### config.mk
export PLATFORM = sky130hd
export DESIGN_NAME = keyed_watchdog
export DESIGN_NICKNAME = d
export VERILOG_FILES = /design/src/rtl/kwdt_pkg.sv /design/src/rtl/kwdt_lock.sv /design/src/rtl/kwdt_core.sv /design/src/rtl/kwdt_pulse.sv /design/src/rtl/keyed_watchdog.sv
export SDC_FILE = /design/constraint.sdc
export NUM_CORES = 1
export LEC_CHECK = 0
export CAP_MARGIN = 25
export CORE_AREA = 5 5 85 87
export CTS_BUF_LIST = sky130_fd_sc_hd__clkbuf_16
export CTS_CLUSTER_DIAMETER = 50
export DETAILED_ROUTE_END_ITERATION = 6
export DIE_AREA = 0 0 90 92
export DONT_BUFFER_PORTS = 1
export PLACE_DENSITY = 0.46
export SYNTH_ARGS = -nofsm -noshare
export SYNTH_HDL_FRONTEND = slang
export SYNTH_SLANG_ARGS = --single-unit
export TNS_END_PERCENT = 5
### constraint.sdc
create_clock -name clk -period 4.1 [get_ports clk]
set_input_delay 0.615 -clock clk [delete_from_list [all_inputs] [get_ports clk]]
set_output_delay 0.615 -clock clk [all_outputs]
set_load 0.02 [all_outputs]
### src/rtl/kwdt_pkg.sv
package kwdt_pkg;

  typedef enum logic [1:0] {
    SEL_KEY   = 2'd0,
    SEL_TIMER = 2'd1,
    SEL_CTRL  = 2'd2,
    SEL_SPARE = 2'd3
  } kwdt_sel_e;

  // bit 2 irq_en, bit 1 cnt_en, bit 0 rst_en
  typedef struct packed {
    logic irq_en;
    logic cnt_en;
    logic rst_en;
  } kwdt_ctrl_t;

  localparam int CTRL_W = 3;

endpackage

### src/rtl/kwdt_lock.sv
module kwdt_lock #(
  parameter int              KEY_W     = 16,
  parameter logic [KEY_W-1:0] KEY_VALUE = 16'h482E
) (
  input  logic             clk,
  input  logic             rst_n,
  input  logic             key_wr,
  input  logic [KEY_W-1:0] key_data,
  input  logic             wipe,
  output logic             unlocked_o
);

  logic unlocked_q, unlocked_d, lock_ce;

  always_comb begin
    lock_ce    = wipe | key_wr;
    unlocked_d = unlocked_q;
    if (wipe)        unlocked_d = 1'b0;
    else if (key_wr) unlocked_d = (key_data == KEY_VALUE);
  end

  always_ff @(posedge clk or negedge rst_n) begin
    if (!rst_n)       unlocked_q <= 1'b0;
    else if (lock_ce) unlocked_q <= unlocked_d;
  end

  assign unlocked_o = unlocked_q;

  // unlocking only follows a write of the code
  a_r2_unlock_needs_key: assert property (@(posedge clk) disable iff (!rst_n)
    $rose(unlocked_o) |-> $past(key_wr && (key_data == KEY_VALUE)));

  // a wrong code locks
  a_r2_wrong_key_locks: assert property (@(posedge clk) disable iff (!rst_n)
    (key_wr && (key_data != KEY_VALUE)) |=> !unlocked_o);

endmodule

### src/rtl/kwdt_core.sv
module kwdt_core
  import kwdt_pkg::*;
#(
  parameter int CNT_W = 16
) (
  input  logic             clk,
  input  logic             rst_n,
  input  logic             timer_we,
  input  logic [CNT_W-1:0] timer_in,
  input  logic             ctrl_we,
  input  kwdt_ctrl_t       ctrl_in,
  input  logic             wipe,
  output logic [CNT_W-1:0] cnt_o,
  output kwdt_ctrl_t       ctrl_o,
  output logic             expire_o,
  output logic             irq_o
);

  logic [CNT_W-1:0] cnt_q, cnt_d;
  kwdt_ctrl_t       ctrl_q, ctrl_d;
  logic             cnt_ce, ctrl_ce, is_zero, stepping;

  always_comb begin
    is_zero  = (cnt_q == '0);
    stepping = ctrl_q.cnt_en & ~is_zero;
    cnt_ce   = wipe | timer_we | stepping;
    cnt_d    = cnt_q;
    if (wipe)          cnt_d = '0;
    else if (timer_we) cnt_d = timer_in;
    else if (stepping) cnt_d = cnt_q - 1'b1;
  end

  always_comb begin
    ctrl_ce = wipe | ctrl_we;
    ctrl_d  = wipe ? '0 : ctrl_in;
  end

  always_ff @(posedge clk or negedge rst_n) begin
    if (!rst_n)      cnt_q <= '0;
    else if (cnt_ce) cnt_q <= cnt_d;
  end

  always_ff @(posedge clk or negedge rst_n) begin
    if (!rst_n)       ctrl_q <= '0;
    else if (ctrl_ce) ctrl_q <= ctrl_d;
  end

  assign cnt_o    = cnt_q;
  assign ctrl_o   = ctrl_q;
  assign expire_o = ctrl_q.cnt_en & ctrl_q.rst_en & is_zero;
  assign irq_o    = ctrl_q.cnt_en & ~ctrl_q.rst_en & ctrl_q.irq_en & is_zero;

  // one step down per clock while counting
  a_r4_step_down: assert property (@(posedge clk) disable iff (!rst_n)
    (ctrl_q.cnt_en && (cnt_q != '0) && !timer_we && !wipe) |=> (cnt_q == $past(cnt_q) - 1'b1));

  // no wrap below zero
  a_r8_hold_at_zero: assert property (@(posedge clk) disable iff (!rst_n)
    ((cnt_q == '0) && !timer_we) |=> (cnt_q == '0));

endmodule

### src/rtl/kwdt_pulse.sv
module kwdt_pulse #(
  parameter int PULSE_LEN = 16
) (
  input  logic clk,
  input  logic rst_n,
  input  logic fire_i,
  output logic rst_o
);

  localparam int PW = $clog2(PULSE_LEN + 1);

  logic          on_q, on_d, pulse_ce;
  logic [PW-1:0] left_q, left_d;

  always_comb begin
    pulse_ce = fire_i | on_q;
    on_d     = on_q;
    left_d   = left_q;
    if (on_q) begin
      if (left_q == '0) on_d = 1'b0;
      else              left_d = left_q - 1'b1;
    end else if (fire_i) begin
      on_d   = 1'b1;
      left_d = PW'(PULSE_LEN - 1);
    end
  end

  always_ff @(posedge clk or negedge rst_n) begin
    if (!rst_n) begin
      on_q   <= 1'b0;
      left_q <= '0;
    end else if (pulse_ce) begin
      on_q   <= on_d;
      left_q <= left_d;
    end
  end

  assign rst_o = on_q;

  // checker-only length counter
  logic [PW:0] hi_len;
  always_ff @(posedge clk or negedge rst_n) begin
    if (!rst_n)     hi_len <= '0;
    else if (on_q)  hi_len <= hi_len + 1'b1;
    else            hi_len <= '0;
  end

  // pulse lasts exactly PULSE_LEN clocks
  a_r7_pulse_len: assert property (@(posedge clk) disable iff (!rst_n)
    $fell(rst_o) |-> (hi_len == (PW+1)'(PULSE_LEN)));

  // pulse only starts after an expiry
  a_r5_rise_after_fire: assert property (@(posedge clk) disable iff (!rst_n)
    $rose(rst_o) |-> $past(fire_i));

endmodule

### src/rtl/keyed_watchdog.sv
module keyed_watchdog
  import kwdt_pkg::*;
#(
  parameter int                DATA_W    = 16,
  parameter logic [DATA_W-1:0] KEY_VALUE = 16'h482E,
  parameter int                PULSE_LEN = 16
) (
  input  logic              clk,
  input  logic              rst_n,
  input  logic              wr_en,
  input  logic [1:0]        wr_sel,
  input  logic [DATA_W-1:0] wr_data,
  input  logic [1:0]        rd_sel,
  output logic [DATA_W-1:0] rd_data,
  output logic              irq_o,
  output logic              wdt_rst_o
);

  localparam int KEY_W = DATA_W;
  localparam int CNT_W = DATA_W;

  kwdt_sel_e        wsel, rsel;
  logic             busy, unlocked, fire, access_ok;
  logic             key_wr, timer_we, ctrl_we;
  logic [CNT_W-1:0] cnt;
  kwdt_ctrl_t       ctrl, ctrl_in;

  always_comb begin
    wsel      = kwdt_sel_e'(wr_sel);
    rsel      = kwdt_sel_e'(rd_sel);
    access_ok = wr_en & ~busy;
    key_wr    = access_ok & (wsel == SEL_KEY);
    timer_we  = access_ok & unlocked & (wsel == SEL_TIMER);
    ctrl_we   = access_ok & unlocked & (wsel == SEL_CTRL);
    ctrl_in   = kwdt_ctrl_t'(wr_data[CTRL_W-1:0]);
  end

  kwdt_lock #(.KEY_W(KEY_W), .KEY_VALUE(KEY_VALUE)) u_lock (
    .clk        (clk),
    .rst_n      (rst_n),
    .key_wr     (key_wr),
    .key_data   (wr_data[KEY_W-1:0]),
    .wipe       (fire),
    .unlocked_o (unlocked)
  );

  kwdt_core #(.CNT_W(CNT_W)) u_core (
    .clk      (clk),
    .rst_n    (rst_n),
    .timer_we (timer_we),
    .timer_in (wr_data[CNT_W-1:0]),
    .ctrl_we  (ctrl_we),
    .ctrl_in  (ctrl_in),
    .wipe     (fire),
    .cnt_o    (cnt),
    .ctrl_o   (ctrl),
    .expire_o (fire),
    .irq_o    (irq_o)
  );

  kwdt_pulse #(.PULSE_LEN(PULSE_LEN)) u_pulse (
    .clk    (clk),
    .rst_n  (rst_n),
    .fire_i (fire),
    .rst_o  (busy)
  );

  assign wdt_rst_o = busy;

  always_comb begin
    rd_data = '0;
    unique case (rsel)
      SEL_KEY:   rd_data = DATA_W'(unlocked);
      SEL_TIMER: rd_data = DATA_W'(cnt);
      SEL_CTRL:  rd_data = DATA_W'(ctrl);
      default:   rd_data = '0;
    endcase
  end

  // locked timer write has no effect on an idle counter
  a_r3_locked_timer: assert property (@(posedge clk) disable iff (!rst_n)
    (wr_en && (wsel == SEL_TIMER) && !unlocked && !ctrl.cnt_en && !fire) |=> $stable(cnt));

  // locked control write has no effect
  a_r3_locked_ctrl: assert property (@(posedge clk) disable iff (!rst_n)
    (wr_en && (wsel == SEL_CTRL) && !unlocked && !fire) |=> $stable(ctrl));

  // block sits in its reset state during the pulse
  a_r7_quiet_in_pulse: assert property (@(posedge clk) disable iff (!rst_n)
    wdt_rst_o |-> (!irq_o && !unlocked && (cnt == '0)));

  // expiry always wins over a same-cycle timer write
  a_r9_expiry_wins: assert property (@(posedge clk) disable iff (!rst_n)
    (fire && !busy) |=> (wdt_rst_o && (cnt == '0)));

endmodule

== Yosys cells after proc, flatten, opt, wreduce, memory -nomap -nowiden ==
Cells that the tools add are included.

* $add $sub $neg: 2
* Eq/ne operators: 6
* Multiplexer cells: 13
* Bitwise gates (word level): 19
* Reduce and logical (&&, ||, !) cells: 10

{| class="wikitable"
|+ Operator list
! cell !! number
|-
| $mux W16 || 3
|-
| $pmux W16 S3 || 1
|-
| $eq A16 B15 Y1 const B || 1
|-
| $logic_not A16 Y1 || 1
|-
| $sub A16 B1 Y16 const B || 1
|-
| $mux W5 || 3
|-
| $and A1 B1 Y1 || 11
|-
| $logic_not A5 Y1 || 1
|-
| $mux W1 || 5
|-
| $or A1 B1 Y1 || 5
|-
| $sub A5 B1 Y5 const B || 1
|-
| $eq A2 B1 Y1 const B || 2
|-
| $eq A2 B2 Y1 const B || 2
|-
| $logic_not A2 Y1 || 2
|-
| $reduce_and A2 Y1 || 2
|-
| $reduce_bool A2 Y1 || 2
|-
| $mux W3 || 1
|-
| $not A1 Y1 || 3
|-
| $reduce_and A3 Y1 || 1
|-
| $reduce_bool A3 Y1 || 1
|-
| $ne A2 B2 Y1 const B || 1
|}

* Register bits: 26
* Input port bits: 23
* Output and inout bits: 18
* Logic and storage cells: 57

== Logic depth before layout (Yosys ltp) ==
Gate-level depths: netlist of the first run.

* Depth after elaboration: 7
* Gate-level depth with buffers: 8
* Mapped depth without buffers: 7

== Modules after synthesis ==
From an unflattened synthesis of the first run, not the netlist that was laid out.

* Cells, all modules: 202
* Area total of the unflattened synthesis: 1969.4 um2

{| class="wikitable"
|+ By module, submodules not included
! module !! instances !! cells an instance !! area each (um2) !! seq. area each (um2)
|-
| kwdt_core || 1 || 140 || 1382.6 || 475.5
|-
| kwdt_pulse || 1 || 30 || 296.5 || 150.1
|-
| keyed_watchdog || 1 || 24 || 192.7 || 0.0
|-
| kwdt_lock || 1 || 8 || 97.6 || 25.0
|}

== Worst setup path before layout of the first run ==
OpenSTA, ideal clock, no wires.

* Kind: reg-to-output
* From: reg u_core.cnt_q[0], in the netlist u_core.cnt_o[0]
* To: out irq_o
* Arrival: 1729 ps
* Required time: 3485 ps
* Slack: 1756 ps
* Stages on the path, launching flop included: 7
* Path buffers: 1
* Path through: dfrtp_1 -> inv_1 -> ha_1 -> nor4b_1 -> nand4_2 -> buf_6 -> nor3_1

* Word-level cells in the longest chain between the ends: 2

{| class="wikitable"
|+ RTL lines
! what !! line !! text
|-
| start: declaration || kwdt_core.sv:19 || <nowiki>logic [CNT_W-1:0] cnt_q, cnt_d;</nowiki>
|-
| start signal: assignment || kwdt_core.sv:40 || <nowiki>else if (cnt_ce) cnt_q <= cnt_d;</nowiki>
|-
| $logic_not A16 Y1 || kwdt_core.sv:24 || <nowiki>is_zero = (cnt_q == '0);</nowiki>
|-
| $and A1 B1 Y1 || kwdt_core.sv:51 || <nowiki>assign irq_o = ctrl_q.cnt_en & ~ctrl_q.rst_en & ctrl_q.irq_en & is_zero;</nowiki>
|-
| end: declaration || keyed_watchdog.sv:15 || <nowiki>output logic irq_o,</nowiki>
|}

No other way between the ends.

== Worst setup path in the final report of the first run ==
* From: reg u_core.cnt_q[6], in the netlist u_core.cnt_o[6]
* To: out irq_o

Same word-level chain as after synthesis.

==> out/results.txt, run 1 <==
Peak supply drop: 0.189 mV
Die Ht: 92 µm
Final Skew: 0.00791 ns
initial antenna violation count: 0
DR vias: 1604
filler cell count: 684
Inserted Diodes: 0
TNS Setup: 0 ns
slowest stage delay, CP: 0.70 ns
power per cell area: 283 nW/µm²
simple-gate share of the synthesized area: 31.4%
CTS buffer count: 3
first-pass GRT wire length: 8800 µm
global route overflow: 0
P&R area growth vs syn: 7.98%
TritonCTS clock tree: done
nets: 231
Crit path arrival time: 2.47 ns
Gate Count Post-Synth: 208
H-tree depth: 1
Worst slew margin: 43.1%
largest family of logic cells by synthesized area: simple AND/OR/NAND/NOR gates
Adder-Cell Fraction of Synth Area: 2.04%
Synth area leaders: dfrtp_1 35%, and2_1 4.8%, a21oi_1 4.6%
Startpoint Class: register
layout cells sized above 1: 7.84%
Initial Utilization: 29.2%
EDFF count, synth: 0
area share of the largest cell type after synthesis: 35.4%
multiplexer area fraction after synthesis: 3.41%
register area share after synthesis: 35.4%
# DRC: 0
compound-gate portion of the synthesized area: 22.4%
Slew @ Worst Pin: 0.852 ns
vias per std cell: 5.71
YS warnings: 0
status: finished, final reports clean
syn nets: 234
Hold Vio Cnt, Final: 0
hold slack: 0.0340 ns
CP endpoint kind: output port
Setup-failing EPs final: 0
final period utilization: 75.2%
Critical Path Fanout Max: 11
Synth Area in XOR/XNOR: 0.477%
most instantiated cells after synthesis: 26 x dfrtp_1, 20 x nand2_1, 17 x a21oi_1
total track usage: 13.0%
ys async rst share: 100%
final WL: 5350 µm
number of nets still failing antenna checks after routing: 0
RSZ-0062 raised after global routing: no
Iter 0 DRT Violations: 134
CTS Sinks: 26
crit path kind: register to output port
Final min period: 3.08 ns
Root Buffer: clkbuf_16
post-CTS sizing: 0
I/O pin total: 41
Worst Path Required: 3.48 ns
cells along the critical path: nor4_4 > nand4_2 > nor3_1
ys flop type: dfrtp_1
max-capacitance violation count: 0
Post-Syn Area: 1840 µm²
Clk Latency, worst-skew pair: 0.27 ns
Worst-path clk slew: 0.07 ns
Max Root-Sink Buffers: 2
Storage cell area: 651 µm²
pins over their slew limit: 0
die width: 90 µm
drt first pass iters: 4
CP max-delay cell: nor3_1
Final HPWL DP: 3940 µm
pin count of the biggest net entering global routing: 27
RePlAce Congestion: 0.742
class of the worst hold path: primary input to async pin
Core Area: 6280 µm²
vias in the first global route: 1597
syn avg cell area: 8.82 µm²
Leak Pwr: 0.712 nW
top-count cell post-synth: dfrtp_1
PortBufs: 0
# rows: 29
synthesized flop and latch total: 26
Yosys cell types: 54
full die area: 8280 µm²
average wire per cell in the routed design: 19.0 µm
hold_buf cts: 0
total setup buffers inserted after CTS: 0
multi-input logic area: 1100 µm²
largest area contributor in the netlist: dfrtp_1
Fmax: 324 MHz
==> layer usage <==
metal	GRT usage, %	part of all wire, %	vias to the layer above
li1	-	-	774
met4	3.60	1.7	0
met1	17.2	46	789
met3	4.01	5.2	6
met5	0	0	-
met2	20.7	47	35
==> cell usage in the layout (no fill, tap or decap), types with 2 or more instances in the layout <==
master,count
a21oi_1,17
o311ai_1,2
ha_1,3
nor3b_1,3
nand2_1,20
and2_1,14
clkbuf_16,3
a31o_1,2
nor4_1,5
a21oi_2,2
nand3_1,9
mux2i_1,4
mux2_1,2
nor3_2,2
o21a_1,2
nor4_4,2
nor3_1,9
dfrtp_1,26
o211ai_1,4
nand4_1,5
a22o_1,2
o21ai_1,10
o22ai_1,3
nor2_1,12
nand2b_1,3
inv_1,7
nor2b_1,4
nor4b_1,2
o21ai_0,2
==> report_power, final <==
group          internal (W)  leakage, nW  switching [W]
Clock              0.000195       0.0511      0.0000986
Sequential         0.000256        0.337   0.0000000672
Combinational    0.00000376        0.324     0.00000794
==> state kept, by name (all words and copies together) (netlist names) <==
signal,count
u_core.ctrl_o,3
u_pulse.left_q,5
u_pulse.rst_o,1
u_core.cnt_o,16
u_lock.unlocked_o,1
==> logic make-up (layout without fill, tap and decap cells) <==
kind of cell	count (synthesis)	count (layout)
AO/OA/AOI/OAI	58	58
XOR/XNOR	1	1
adder cells (fa/ha/maj)	3	3
buffers and inverters	16	12
flip-flops	26	26
multiplexers	6	6
AND/OR/NAND/NOR	98	98
==> per-stage QoR <==
step           util (%)  cell area [µm²]  std cells  power (W)  worst slack (ns)
3_5_place_dp       29.9             1880        277   0.000274              1.33
5_1_grt            31.6             1980        281   0.000577             0.880
6_report           31.6             1980        281   0.000561              1.02
2_1_floorplan         -             1840        208   0.000272              1.76
3_3_place_gp       29.9             1880        277   0.000274              1.42
4_1_cts            31.6             1980        281   0.000567              1.04
==> final cells by class <==
type | count | share of cell area, %
multi-input combinational | 166 | 55.3
inverter | 7 | 1.33
clock buffer | 3 | 3.79
clock inverter | 1 | 1.52
sequential | 26 | 32.8
timing repair buffer | 1 | 0.379
tap | 77 | 4.86
==> worst max-delay path: cells and delay by family (launching register included) <==
kind	cells	cell delay [ns]
AND/OR/NAND/NOR	3	1.72
flip-flops	1	0.48
==> path summary, 6_finish.rpt <==
check / startpoint / to / slack (ns) / depth (start not counted)
max: u_core.cnt_o[6] / irq_o / 1.02 / 3
max reg2reg: u_core.cnt_o[6] / u_core.cnt_o[1] / 1.62 / 5
min in group clk: wr_data[0] / u_core.cnt_o[0] / 0.49 / 2
min: rst_n / u_core.ctrl_o[2] / 0.03 / 0
min reg2reg: u_pulse.left_q[1] / u_pulse.left_q[1] / 0.54 / 2
max in group asynchronous: rst_n / u_core.cnt_o[14] / 3.98 / 0
Note: power is estimated with default switching activity, not from simulation.
==> run 2: changes to the inputs <==
- clock period: 4.1 -> 3.1 ns (I/O delays scaled with it)
==> run 2 against run 1 <==
  * Non-clock buffer count up 4
  * Largest cell class unchanged
  * Worst setup slack worse by 0.55 ns
  * Clock-buffer cell count unchanged
  * Cell count up 1.4%
  * Routed wire length down 1.1%
  * Die area unchanged
  * Critical path depth up 1
==> out/results.txt, run 2 (same netlist as run 1, synthesis figures left out) <==
status: finished, final reports clean
average wire per cell in the routed design: 18.6 µm (-2.5%)
I/O pin total: 41 (unchanged)
Clk Latency, worst-skew pair: 0.26 ns (about the same)
Startpoint Class: register
Inserted Diodes: 0 (unchanged)
most common cell after layout, fill and taps aside: dfrtp_1
# rows: 29 (unchanged)
P_sw: 0.000146 W (+36%)
Final min period: 2.63 ns
Power Total: 0.000750 W (+34%)
Die Ht: 92 µm (unchanged)
die width: 90 µm (unchanged)
Worst slew margin: 46.5% (+3.4 points)
Placed Area: 1900 µm² (+1.2%)
CTS buffer count: 3 (unchanged)
Final HPWL DP: 3940 µm (about the same)
vias in the first global route: 1632 (+2.2%)
hold slack: 0.00866 ns (-0.0253 ns)
full die area: 8280 µm² (unchanged)
clock power share: 51.3% (-0.9 points)
DR vias: 1577 (-1.7%)
pin count of the biggest net entering global routing: 27 (unchanged)
CP endpoint kind: output port
final WL: 5290 µm (-1.1%)
Hold Vio Cnt, Final: 0 (unchanged)
Slew @ Worst Pin: 0.803 ns (-0.0492 ns)
Peak supply drop: 0.174 mV (-7.9%)
Critical Path Fanout Max: 11 (unchanged)
design area: 2020 µm² (+2.1%)
initial antenna violation count: 0 (unchanged)
Logic pwr share: 3.5% (+1.4 points)
nets: 235 (+1.7%)
global route overflow: 0 (unchanged)
Iter 0 DRT Violations: 83 (-38%)
# DRC: 0 (unchanged)
most frequent cells in the layout: 26 x dfrtp_1, 20 x nand2_1, 17 x a21oi_1
first-pass GRT wire length: 8750 µm (-0.62%)
Worst Path Required: 2.63 ns (-0.85 ns)
H-tree depth: 1 (unchanged)
Storage cell area: 651 µm² (unchanged)
Seq pwr share: 45.2% (-0.5 points)
pins over their slew limit: 0 (unchanged)
Leak Pwr: 0.738 nW (+3.6%)
crit path kind: register to output port
Setup-failing EPs final: 0 (unchanged)
filler cell count: 663 (-3.1%)
class of the worst hold path: primary input to async pin
Root Buffer: clkbuf_16
layout cells sized above 1: 9.62% (+1.8 points)
Initial Utilization: 29.2% (unchanged)
TNS Setup: 0 ns (unchanged)
vias per std cell: 5.53 (-3.1%)
RSZ-0062 raised after global routing: no
Final Skew: 0.00551 ns (-0.00240 ns)
final period utilization: 85.0%
total track usage: 12.8% (-0.22 points)
power per cell area: 371 nW/µm² (+31%)
Switching Fraction: 19.4% (+0.40 points)
max-capacitance violation count: 0 (unchanged)
PortBufs: 0 (unchanged)
Worst-path clk slew: 0.07 ns (about the same)
P&R area growth vs syn: 10.3%
TritonCTS clock tree: done
Crit path arrival time: 2.17 ns (-0.30 ns)
drt first pass iters: 4 (unchanged)
multi-input logic area: 1100 µm² (unchanged)
Core Area: 6280 µm² (unchanged)
Max Root-Sink Buffers: 2 (unchanged)
max reg flops: 16 (unchanged)
Fmax: 380 MHz
CTS Sinks: 26 (unchanged)
number of nets still failing antenna checks after routing: 0 (unchanged)
internal power: 0.000605 W (+33%)
fin util: 32.3% (+0.68 points)
RePlAce Congestion: 0.775 (+4.4%)
-- run 2: cell types whose count changed in the layout (fill, tap and decap cells not counted), sizes merged --
| cell | change |
|---|---|
| buf | +4 |
-- run 2: path summary, 6_finish.rpt --
check / slack [ns] / cells after the start / start / end
max: 0.47 / 4 / u_core.cnt_o[6] / irq_o
min: 0.009 / 1 / rst_n / u_core.ctrl_o[2]
max reg2reg: 0.68 / 5 / u_core.cnt_o[6] / u_core.cnt_o[1]
min reg2reg: 0.57 / 2 / u_pulse.left_q[1] / u_pulse.left_q[1]
max in group asynchronous: 2.93 / 1 / rst_n / u_core.cnt_o[6]
min in group clk: 0.34 / 2 / wr_data[0] / u_core.cnt_o[0]
-- run 2: metal layers --
layer	global-route usage, %	share of wire (%)	routed length, µm
met5	0	0	0
met4	2.61	0.76	40
met3	3.85	5.8	308
met2	21.6	47	2470
met1	16.3	47	2470
-- run 2: final cells by class --
| type | count | area share (%) |
|---|---|---|
| multi-input combinational | 166 | 54.1 |
| sequential | 26 | 32.1 |
| tap | 77 | 4.76 |
| clock buffer | 3 | 3.71 |
| timing repair buffer | 5 | 2.47 |
| clock inverter | 1 | 1.48 |
| inverter | 7 | 1.30 |
-- run 2: critical path, stage by stage, from the launching register on --
cell,delay [ns]
dfrtp_1,0.47
nor4_4,0.54
nand4_2,0.43
nor3_1,0.29
buf_4,0.18
-- run 2: power by group through the flow --
stage	Combinational (W)	Sequential, W	Clock [W]
6_report	0.0000260	0.000339	0.000385
5_1_grt	0.0000294	0.000339	0.000401
4_1_cts	0.0000275	0.000339	0.000393
3_5_place_dp	0.0000171	0.000346	0
3_3_place_gp	0.0000174	0.000346	0
2_1_floorplan	0.0000134	0.000346	0
-- run 2: stage by stage --
| step | std cells | worst slack, ns |
|---|---|---|
| 6_report | 285 | 0.466 |
| 5_1_grt | 285 | 0.298 |
| 4_1_cts | 285 | 0.460 |
| 3_5_place_dp | 280 | 0.686 |
| 3_3_place_gp | 280 | 0.760 |
| 2_1_floorplan | 208 | 0.906 |
-- run 2: what timing repair did --
action,4_1_cts,5_1_grt
buffers inserted,0,0
gates resized for setup,0,0
endpoints found under the hold margin,26,0
hold buffers,1,0
==> run 3: changes to the inputs <==
- ABC_AREA: default -> 1
- CORE_AREA: 5 5 85 87 -> 5 5 89 91
- DIE_AREA: 0 0 90 92 -> 0 0 94 96
- clock period: 3.1 -> 2.7 ns (I/O delays scaled with it)
==> run 3 against run 2 <==
  * Hold slack gained 0.34 ns
  * Worst setup slack better by 0.077 ns
  * Routed wire length rose by 7.7%
  * Die area rose by 9.0%
  * Sequential cell count stayed put
  * First-iteration DRC count grew 13%
  * Synthesized cell count grew 50%
  * Register-to-register slack improved by 0.02 ns
  * Clock power shrank 9.1%
  * Design area grew 11%
  * Critical path depth rose by 2
==> out/results.txt, run 3 <==
DR vias: 1855 (+18%)
final WL: 5700 µm (+7.7%)
I/O pin total: 41 (unchanged)
Gate Count Post-Synth: 313 (+50%)
register area share after synthesis: 31.9% (-3.6 points)
vias in the first global route: 1842 (+13%)
PortBufs: 0 (unchanged)
number of nets still failing antenna checks after routing: 0 (unchanged)
pins over their slew limit: 0 (unchanged)
pin count of the biggest net entering global routing: 28 (+3.7%)
CP max-delay cell: dfrtp_1
Power Total: 0.00207 W (+180%)
Slew @ Worst Pin: 0.554 ns (-0.249 ns)
vias per std cell: 4.48 (-19%)
Final Skew: 0.00358 ns (-0.00193 ns)
CTS Sinks: 26 (unchanged)
power per cell area: 920 nW/µm² (+150%)
Hold Vio Cnt, Final: 0 (unchanged)
Peak supply drop: 0.279 mV (+61%)
Core Area: 7060 µm² (+12%)
Iter 0 DRT Violations: 94 (+13%)
# rows: 31 (+6.9%)
CP endpoint kind: output port
ys async rst share: 100% (unchanged)
die width: 94 µm (+4.4%)
EDFF count, synth: 0 (unchanged)
Final HPWL DP: 4350 µm (+10%)
syn nets: 339 (+45%)
Root Buffer: clkbuf_16
CTS buffer count: 3 (unchanged)
average wire per cell in the routed design: 13.8 µm (-26%)
max-capacitance violation count: 0 (unchanged)
P&R area growth vs syn: 10.2%
Synth area leaders: dfrtp_1 32%, nand2_1 17%, nand3_1 8.3%
filler cell count: 809 (+22%)
Crit path arrival time: 1.75 ns (-0.42 ns)
family with the most delay on the worst path: simple AND/OR/NAND/NOR gates
Setup-failing EPs final: 0 (unchanged)
# DRC: 0 (unchanged)
Max Root-Sink Buffers: 2 (unchanged)
Clk Latency, worst-skew pair: 0.26 ns (about the same)
Post-Syn Area: 2040 µm² (+11%)
cells along the critical path: inv_1 > ha_1 > nand2_2 > inv_1 > nand3_1 > nor2_1
final period utilization: 79.9%
Inserted Diodes: 0 (unchanged)
Leak Pwr: 1.10 nW (+49%)
synthesized flop and latch total: 26 (unchanged)
crit path kind: register to output port
syn avg cell area: 6.52 µm² (-26%)
drt first pass iters: 4 (unchanged)
top-count cell post-synth: nand2_1
max reg flops: 16 (unchanged)
most instantiated cells after synthesis: 91 x nand2_1, 44 x inv_1, 44 x nor2_1
Fmax: 463 MHz
ys flop type: dfrtp_1
RePlAce Congestion: 0.805 (+3.9%)
H-tree depth: 1 (unchanged)
most common cell after layout, fill and taps aside: nand2_1
YS warnings: 0 (unchanged)
total track usage: 13.3% (+0.50 points)
Die Ht: 96 µm (+4.3%)
TritonCTS clock tree: done
layout cells sized above 1: 9.84% (+0.23 points)
largest area contributor in the netlist: dfrtp_1
slowest stage delay, CP: 0.38 ns (-0.16 ns)
Yosys cell types: 33 (-39%)
Final min period: 2.16 ns
RSZ-0062 raised after global routing: no
area share of the largest cell type after synthesis: 31.9% (-3.6 points)
full die area: 9020 µm² (+9.0%)
class of the worst hold path: primary input to register
first-pass GRT wire length: 9360 µm (+6.9%)
critical path's most frequent cell: inv_1
TNS Setup: 0 ns (unchanged)
Worst Path Required: 2.30 ns (-0.33 ns)
most frequent cells in the layout: 91 x nand2_1, 44 x inv_1, 44 x nor2_1
Startpoint Class: register
Initial Utilization: 28.9% (-0.33 points)
initial antenna violation count: 0 (unchanged)
Worst slew margin: 63.0% (+17 points)
status: finished, final reports clean
Critical Path Fanout Max: 7 (-4)
global route overflow: 0 (unchanged)
Worst-path clk slew: 0.07 ns (about the same)
WP buf/inv: 2 (+1)
total setup buffers inserted after CTS: 0 (unchanged)
nets: 342 (+46%)
==> run 3: cell count changes in the layout (fill, tap and decap cells not counted), sizes merged, moves of 5 or more <==
| cell | previous run | this run |
|---|---|---|
| nand3 | 9 | 35 |
| nand2 | 20 | 100 |
| or2 | 1 | 7 |
| nor2 | 12 | 53 |
| nor3 | 11 | 2 |
| inv | 7 | 44 |
| and2 | 14 | 0 |
| o21ai | 14 | 19 |
| a21oi | 19 | 2 |
==> run 3: cell families after synthesis <==
logic type | count (synthesis) | share of synthesized area, %
adder cells (fa/ha/maj) | 3 | 1.84
buffers and inverters | 49 | 9.50
AND/OR/NAND/NOR | 204 | 47.4
XOR/XNOR | 3 | 1.29
AO/OA/AOI/OAI | 28 | 8.09
flip-flops | 26 | 31.9
==> run 3: stage by stage <==
stage	setup slack [ns]	area (µm²)	hold WS, ns	std cells	utilization, %
after floorplan	1.07	2040	0.109	313	-
after global placement	0.716	2140	0.111	408	30.3
after detailed placement	0.649	2140	0.111	408	30.3
after CTS	0.515	2250	0.344	414	31.9
after global routing	0.391	2250	0.358	414	31.9
final	0.542	2250	0.349	414	31.9
==> run 3: final cells by class <==
class | instances | area [µm²] | share of cell area (%)
Clock buffer | 3 | 75.1 | 3.34
Clock inverter | 1 | 3.75 | 0.167
Inverter | 45 | 169 | 7.51
Multi-Input combinational cell | 238 | 1200 | 53.2
Sequential cell | 26 | 651 | 28.9
Tap cell | 99 | 124 | 5.51
Timing Repair Buffer | 2 | 30.0 | 1.34
==> run 3: final timing paths <==
kind                                    from                end  slack (ns)  depth (start not counted)
max                          u_core.cnt_o[0]              irq_o        0.54                          6
min                               wr_data[0]   u_core.ctrl_o[0]        0.35                          4
max reg2reg                    u_pulse.rst_o   u_core.cnt_o[12]        0.70                          5
min reg2reg                u_pulse.left_q[0]  u_pulse.left_q[0]        0.53                          2
max in group asynchronous              rst_n   u_core.cnt_o[13]        1.95                          2
min in group asynchronous              rst_n    u_core.cnt_o[5]        0.58                          2
==> run 3: timing repair <==
item / CTS / global route
hold buffers: 2 / 0
resized for setup: 0 / 0
endpoints found under the hold margin: 26 / 0
==> run 3: tightest hold or removal path: stages <==
cell,delay [ns]
nand2_1,0.03
o21ai_0,0.06
nand2_1,0.05
inv_1,0.04
==> run 3: report_power, final <==
group,internal (W),switching (W)
Sequential,0.000521,0.000135
Clock,0.000199,0.000151
Combinational,0.000351,0.000711
Total,0.00107,0.000997
==> run 3: metal layers <==
metal | up-vias | global-route usage [%] | wire length, µm | part of all wire (%)
met3 | 4 | 2.89 | 324 | 5.7
li1 | 985 | - | - | -
met5 | - | 0 | 0 | 0
met1 | 826 | 17.8 | 2650 | 47
met4 | 0 | 3.25 | 40 | 0.70
met2 | 40 | 21.9 | 2680 | 47
